===== config.mk =====
export PLATFORM = sky130hd
export DESIGN_NAME = bitcnt_unit
export DESIGN_NICKNAME = d
export VERILOG_FILES = /design/src/rtl/bcs_pkg.sv /design/src/rtl/bcs_pop_tree.sv /design/src/rtl/bcs_lz_tree.sv /design/src/rtl/bitcnt_unit.sv
export SDC_FILE = /design/constraint.sdc
export NUM_CORES = 1
export LEC_CHECK = 0
export ABC_AREA = 1
export BUFFER_PORTS_ARGS = -buffer_cell sky130_fd_sc_hd__buf_2
export CAP_MARGIN = 20
export CORE_ASPECT_RATIO = 1.5
export CORE_MARGIN = 5
export CORE_UTILIZATION = 37
export CTS_BUF_LIST = sky130_fd_sc_hd__clkbuf_16
export CTS_CLUSTER_DIAMETER = 150
export DETAILED_ROUTE_END_ITERATION = 6
export PLACE_DENSITY_LB_ADDON = 0.15
export SLEW_MARGIN = 15
export SYNTH_ARGS = -nofsm -noshare
export SYNTH_HDL_FRONTEND = slang
export SYNTH_SLANG_ARGS = --single-unit

===== constraint.sdc =====
create_clock -name clk -period 7 [get_ports clk]
set_input_delay 1.75 -clock clk [delete_from_list [all_inputs] [get_ports clk]]
set_output_delay 1.75 -clock clk [all_outputs]
set_load 0.01 [all_outputs]

===== src/rtl/bcs_pkg.sv =====
package bcs_pkg;
   typedef enum logic [2:0] {
      BCS_POP  = 3'd0,
      BCS_LZC  = 3'd1,
      BCS_TZC  = 3'd2,
      BCS_FWD  = 3'd3,
      BCS_REV  = 3'd4
   } bcs_op_e;
endpackage


===== src/rtl/bcs_pop_tree.sv =====
// Population count as a balanced adder tree: each level halves the node count.
module bcs_pop_tree #(
   parameter int DATA_W = 64,
   localparam int LOG_W = $clog2(DATA_W),
   localparam int RES_W = LOG_W + 1
) (
   input  logic [DATA_W-1:0] vec,
   output logic [RES_W-1:0]  ones
);
   for (genvar l = 0; l <= LOG_W; l++) begin : g_lvl
      localparam int N = DATA_W >> l;
      logic [RES_W-1:0] c [N];
      if (l == 0) begin : g_leaf
         for (genvar i = 0; i < N; i++) begin : g_bit
            assign c[i] = RES_W'(vec[i]);
         end
      end else begin : g_sum
         for (genvar i = 0; i < N; i++) begin : g_node
            assign c[i] = g_lvl[l-1].c[2*i] + g_lvl[l-1].c[2*i+1];
         end
      end
   end

   assign ones = g_lvl[LOG_W].c[0];
endmodule


===== src/rtl/bcs_lz_tree.sv =====
// Leading-zero priority tree. Each node carries an all-zero flag and a count.
// A node takes the upper child's count, or the lower child's count with the
// upper half's width OR-ed in when the upper child is all zero.
module bcs_lz_tree #(
   parameter int DATA_W = 64,
   localparam int LOG_W = $clog2(DATA_W)
) (
   input  logic [DATA_W-1:0] vec,
   output logic [LOG_W-1:0]  lz,
   output logic              all_zero
);
   for (genvar l = 0; l <= LOG_W; l++) begin : g_lvl
      localparam int N = DATA_W >> l;
      logic [N-1:0]     z;
      logic [LOG_W-1:0] c [N];
      if (l == 0) begin : g_leaf
         for (genvar i = 0; i < N; i++) begin : g_bit
            assign z[i] = ~vec[i];
            assign c[i] = '0;
         end
      end else begin : g_merge
         localparam logic [LOG_W-1:0] HALF_B = LOG_W'(1) << (l - 1);
         for (genvar i = 0; i < N; i++) begin : g_node
            assign z[i] = g_lvl[l-1].z[2*i+1] & g_lvl[l-1].z[2*i];
            assign c[i] = g_lvl[l-1].z[2*i+1] ? (g_lvl[l-1].c[2*i] | HALF_B)
                                               : g_lvl[l-1].c[2*i+1];
         end
      end
   end

   assign lz       = g_lvl[LOG_W].c[0];
   assign all_zero = g_lvl[LOG_W].z[0];
endmodule


===== src/rtl/bitcnt_unit.sv =====
module bitcnt_unit #(
   parameter int DATA_W = 64,
   localparam int LOG_W = $clog2(DATA_W),
   localparam int RES_W = LOG_W + 1
) (
   input  logic              clk,
   input  logic              rst_n,
   input  logic              in_valid,
   input  logic [2:0]        in_op,
   input  logic [DATA_W-1:0] in_operand,
   output logic              out_valid,
   output logic [RES_W-1:0]  out_result,
   output logic              out_undef
);
   import bcs_pkg::*;

   if (DATA_W < 2 || (DATA_W & (DATA_W - 1)) != 0) begin : g_bad_width
      $error("bitcnt_unit: DATA_W must be a power of two of at least 2");
   end

   localparam logic [RES_W-1:0] FULL_W = RES_W'(DATA_W);
   localparam logic [RES_W-1:0] TOP_IX = RES_W'(DATA_W - 1);

   logic [DATA_W-1:0] flipped;
   logic [DATA_W-1:0] scan_vec;
   logic              low_side;
   logic [RES_W-1:0]  pop_cnt;
   logic [LOG_W-1:0]  lz_cnt;
   logic              opnd_zero;
   logic [RES_W-1:0]  res_d;
   logic              undef_d;

   for (genvar i = 0; i < DATA_W; i++) begin : g_flip
      assign flipped[i] = in_operand[DATA_W-1-i];
   end

   assign low_side = (in_op == BCS_TZC) || (in_op == BCS_FWD);
   assign scan_vec = low_side ? flipped : in_operand;

   bcs_pop_tree #(.DATA_W(DATA_W)) i_pop (
      .vec  (in_operand),
      .ones (pop_cnt)
   );

   bcs_lz_tree #(.DATA_W(DATA_W)) i_lz (
      .vec      (scan_vec),
      .lz       (lz_cnt),
      .all_zero (opnd_zero)
   );

   always_comb begin
      res_d   = '0;
      undef_d = 1'b0;
      case (in_op)
         BCS_POP: res_d = pop_cnt;
         BCS_LZC,
         BCS_TZC: res_d = opnd_zero ? FULL_W : RES_W'(lz_cnt);
         BCS_FWD: begin
            undef_d = opnd_zero;
            res_d   = opnd_zero ? '0 : RES_W'(lz_cnt);
         end
         BCS_REV: begin
            undef_d = opnd_zero;
            res_d   = opnd_zero ? '0 : TOP_IX - RES_W'(lz_cnt);
         end
         default: ;
      endcase
   end

   always_ff @(posedge clk) begin
      if (!rst_n) begin
         out_valid  <= 1'b0;
         out_result <= '0;
         out_undef  <= 1'b0;
      end else begin
         out_valid <= in_valid;
         if (in_valid) begin
            out_result <= res_d;
            out_undef  <= undef_d;
         end
      end
   end
endmodule


Word level (Yosys, flattened, before mapping). Index checks and enable logic that the tools add are counted.

Bitwise operators: 127. Equal/unequal tests: 4. Muxes and demuxes: 69. Reduce and logical (&&, ||, !) cells: 4. Add/sub/neg operators: 64.

Operators by type and width (number): adder 7 bit (31); two-way mux 6 bit (14); adder 1 x 1 -> 2 bit (32); two-way mux 64 bit (1); NOT 1 bit (64); AND 1 bit (63); two-way mux 1 bit (33); one-hot mux 7 bit (4 select lines) (1); two-way mux 2 bit (11); two-way mux 5 bit (4); two-way mux 7 bit (2); two-way mux 4 bit (2); subtractor 6 x 6 -> 7 bit (first input constant) (1); == test 3 x 2 -> 1 bit (second input constant) (2); OR reduction 2 bit (2); == test 3 x 1 -> 1 bit (second input constant) (1); == test 3 bit (second input constant) (1); zero test 3 bit (1); two-way mux 3 bit (1); logical OR 1 bit (1).

Bits of input ports: 70. Bits in registers: 9. Output and inout bits: 9.

Longest topological paths before layout.
Word-level depth: 13. Depth in mapped cells: 24. Depth with buffers taken out: 24.

Modules after synthesis. From an unflattened synthesis, not the netlist that was laid out.

Cells, all modules: 663. Area, all modules: 4087.7 um2.

By module, submodules not included: bcs_pop_tree (area each 1707.9 um2, cells an instance 179, instances 1); bitcnt_unit (area each 1285.0 um2, cells an instance 266, instances 1); bcs_lz_tree (area each 1094.8 um2, cells an instance 218, instances 1).

Worst setup path after synthesis. No wires, ideal clock.

Path kind: in2reg. From: input in_operand[32]. To: register out_result[5]. Stages on the path: 21. Setup time: 70 ps. Arrival: 7074 ps. Setup slack: -144 ps. Cells stage by stage: ha_1 > fa_1 > fa_1 > inv_1 > fa_1 > fa_1 > inv_1 > fa_1 > fa_1 > inv_1 > fa_1 > inv_1 > ha_1 > fa_1 > nand2_1 > nand2_1 > a21oi_1 > xor2_1 > o311ai_0 > nand2_1 > a21oi_1.

Cells in the longest elaborated chain, start to end: 11. Elaborated cells between the ends (all ways): 31. Classes of those cells: add/sub: 7; mux: 11; bitwise: 13.

RTL lines: start: declaration (RTL line bitcnt_unit.sv:10) `input logic [DATA_W-1:0] in_operand,`; branches (longest 10 deep; another with adder 7 bit); one-hot mux 7 bit (4 select lines) * (RTL line bitcnt_unit.sv:54) `case (in_op)`; end signal: assignment (RTL line bitcnt_unit.sv:78) `out_result <= res_d;`; end: declaration (RTL line bitcnt_unit.sv:12) `output logic [RES_W-1:0] out_result,`.

Every way passes the cells marked *. A chain may end at the register's enable or synchronous reset.

Worst setup path in the final report.
From: input in_operand[2]. To: register out_result[5].

Cells in the longest elaborated chain, start to end: 11. Elaborated cells between the ends (all ways): 35. Classes of those cells: add/sub: 7; mux: 15; bitwise: 13.

RTL lines (RTL line): branches (longest 10 deep; another with adder 7 bit); one-hot mux 7 bit (4 select lines) * (bitcnt_unit.sv:54).

Marked as above.

==> flow_summary_export.csv <==
group,metric,value,unit
critical_path,critical_path.startpoint,"in_operand[2]",
pwr,power.density,584.9,nW/um2
global_routing,grt_pass1_wl,23.57,mm
timing,post-route-period-util,1.000,
placed_design,dpl_cell_area,5482,um2
final_layout,antenna_cells,0,
drt,vias_per_cell,4.692,
drt,drc_errors,0,
clock_tree,tritoncts.num_buffers,3,
placed_design,gp_congestion,0.8722,
critical_path,path_class,"input pin to flop",
drt,firstDrtPassIters,5,
critical_path,timing.rr.start,"out_result[1]",
die,num_rows,50,
clock_tree,cts_tree,"yes",
synthesis,synthesis.nets,953,
drt,drtIter0Drc,278,
die,ios,79,
critical_path,reg2reg_to,"out_result[1]",
clock_tree,cts-root-buf,"clkbuf_16",
die,die_h,147.7,um
synthesis,yosysWarnings,0,
timing,tightest_slew,1.012,ns
synthesis,synthSimpleGateAreaFrac,0.3308,
critical_path,reg2reg_depth,2,
drt,vias,4875,
critical_path,end_kind,"flop",
min_path,hold_path.class,"flop to flop",
critical_path,rrSetupSlack,6.42,ns
clock_tree,hold_buffers,0,
global_routing,antenna_found_initial,0,
final_layout,final_common_cell,"nand2_1",
drt,postRouteWirelength,14.72,mm
run_status,status,"finished, final reports clean",
synthesis,yosys.area.top_type_share,0.2570,
clock_tree,clock_latency,0.24,ns
pwr,power_frac_seq,0.020,
final_layout,final_cell_mix,"nand2_1 (279), inv_1 (175), buf_2 (76)",
die,core_area,12450,um2
drt,wl_per_cell,14.17,um
synthesis,synth-compound-area-share,0.08592,
pwr,ir_worst_vdd,692.3,uV
synthesis,synth_cells,780,
synthesis,synth-adder-area-share,0.3721,
global_routing,grt_max_degree,110,
clock_tree,post_cts_buffers,0,
final_layout,final_area,5643,um2
die,die-area,15030,um2
final_layout,seqCellArea,180.2,um2
timing,rsz0062_at_grt,"yes",
timing,finalSetupViolations,0,
final_layout,drive_gt1_frac,0.1778,
pwr,leakage,0.003309,uW
clock_tree,clk_pin_slew,0.04,ns
global_routing,grt_use_total,0.2006,
die,die_x,101.8,um
synthesis,synth_top_family_by_area,"adder cells",
critical_path,critical_path_arrival,7.17,ns
pwr,switching_share,0.5187,
timing,setup_ws,0.0002149,ns
die,initial_utilization,0.3755,
pwr,p_int,1589,uW
clock_tree,htreeDepth,1,
synthesis,ys_seq_area_frac,0.03854,
final_layout,num-nets-final,1057,
final_layout,multi_input_area,3781,um2
critical_path,critPathRequiredTime,7.17,ns
pwr,combPwrFrac,0.950,
timing,fmax,142.9,MHz
drt,antenna_left,0,
final_layout,fillers,1391,
final_layout,synthToLayoutAreaGrowth,20.72,%
synthesis,synth_xor_area_frac,0.001874,
synthesis,synth_seq_cells,9,
critical_path,cp_max_fo,2,
clock_tree,clock_sinks,9,
synthesis,synthMuxAreaShare,0,
pwr,p_clk_frac,0.030,
synthesis,ys_types,27,
critical_path,endpoint,"out_result[5]",
synthesis,netlist_area,4674,um2
synthesis,synth_top_area_cell,"fa_1",
placed_design,portBuffers,78,
timing,hold_slack,0.4569,ns
synthesis,synthTopCellsByArea,"fa_1 (26%), nand2_1 (23%), inv_1 (15%), ha_1 (12%), nand3_1 (5.0%)",
timing,relSlewSlack,0.3250,
placed_design,dp_hpwl,12.96,mm
clock_tree,clk_path_buf_depth,2,
timing,hold_violations,0,
global_routing,grt-ovfl-total,0,
timing,fin_skew,0,ns
timing,slew_violations,0,
global_routing,grt_pass1_vias,4729,
critical_path,start_kind,"input pin",
pwr,netSwitchingPower,1712,uW
placed_design,place_ws,-0.3161,ns
flow_run,maxCapViolCount,0,
timing,period_needed,7.000,ns
synthesis,synth.avg_cell_area,5.993,um2
per-layer routing:
| layer | track usage | wire (um) | vias to the layer above |
|---|---|---|---|
| met1 | 0.2591 | 6129 | 2209 |
| li1 | - | - | 2526 |
| met2 | 0.3562 | 7604 | 119 |
| met4 | 0.05456 | 394 | 0 |
| met5 | 0 | 0 | - |
| met3 | 0.01275 | 591 | 21 |
sequential cells by signal, indices dropped and copies added, names as in the netlist:
register / count
out_undef: 1
out_result: 7
out_valid: 1
repair_timing:
action,in CTS,in global routing
setup endpoints to repair,1,4
pin swaps,10,22
gates resized for setup,1,22
cell type report:
class,count,share of cell area
inverter,186,0.1242
clock buffer,3,0.01330
tap,156,0.03459
sequential,9,0.03193
timing repair buffer,118,0.1253
multi-input combinational,566,0.6701
clock inverter,1,0.0006652
worst max-delay path, cell delays in order:
cell and delay (ns):
buf_8 0.10, ha_4 0.26, inv_4 0.03, fa_1 0.55
inv_2 0.04, fa_1 0.55, inv_2 0.05, fa_2 0.35
fa_1 0.51, inv_1 0.05, fa_1 0.48, fa_1 0.50
inv_2 0.04, fa_1 0.49, inv_1 0.04, ha_2 0.19
fa_2 0.36, nand2_2 0.09, nand2_2 0.05, a21oi_2 0.12
xor2_1 0.08, o311ai_1 0.26, nand2_1 0.10, a21oi_2 0.13
per-stage QoR:
step,TNS [ns],util,total power (uW),cells
after floorplan,0,-,2169,780
after global placement,-0.6435,0.4403,3075,1035
after detailed placement,-0.7513,0.4403,3094,1035
after CTS,0,0.4468,3255,1039
after global routing,-0.5204,0.4533,3743,1039
final,0,0.4533,3300,1039
kinds of logic (layout without fill, tap and decap cells):
family / after synthesis / count (layout)
buffers and inverters: 205 / 308
adder cells (fa/ha/maj): 103 / 103
AND/OR/NAND/NOR: 386 / 386
XOR/XNOR: 1 / 1
AO/OA/AOI/OAI: 76 / 76
flip-flops: 9 / 9
worst min-delay path by stage:
stage	start	end	slack, ns	depth (start not counted)
6_report	out_result[6]	out_result[6]	0.46	2
5_1_grt	out_result[6]	out_result[6]	0.47	2
4_1_cts	out_result[6]	out_result[6]	0.46	2
3_3_place_gp	out_result[6]	out_result[6]	0.45	2
2_1_floorplan	out_result[0]	out_result[0]	0.49	2
3_5_place_dp	out_result[6]	out_result[6]	0.45	2
Yosys cell counts:
cell / instances
nor2_2: 4
o21a_1: 1
nand3b_1: 1
dfxtp_1: 9
nand2_4: 1
nor2_1: 47
fa_1: 60
nor2_4: 1
o2111ai_1: 1
o311ai_0: 1
xor2_1: 1
clkbuf_1: 4
buf_4: 4
inv_1: 182
nand3_1: 47
a21boi_0: 4
inv_2: 2
nand4_1: 1
clkinv_1: 2
a21oi_1: 26
nand2_1: 281
or2_2: 3
ha_1: 43
o21ai_0: 28
buf_2: 11
a31oi_1: 1
o21ai_1: 14
power groups by stage:
stage | sequential, uW | combinational, uW | clock, uW
after CTS | 65.7 | 3090 | 103
final | 65.4 | 3130 | 100
after global routing | 67.1 | 3570 | 105
after detailed placement | 66.4 | 3030 | 0
after floorplan | 71.1 | 2100 | 0
after global placement | 66.5 | 3010 | 0
No activity file was read; power rests on OpenSTA's default activity.
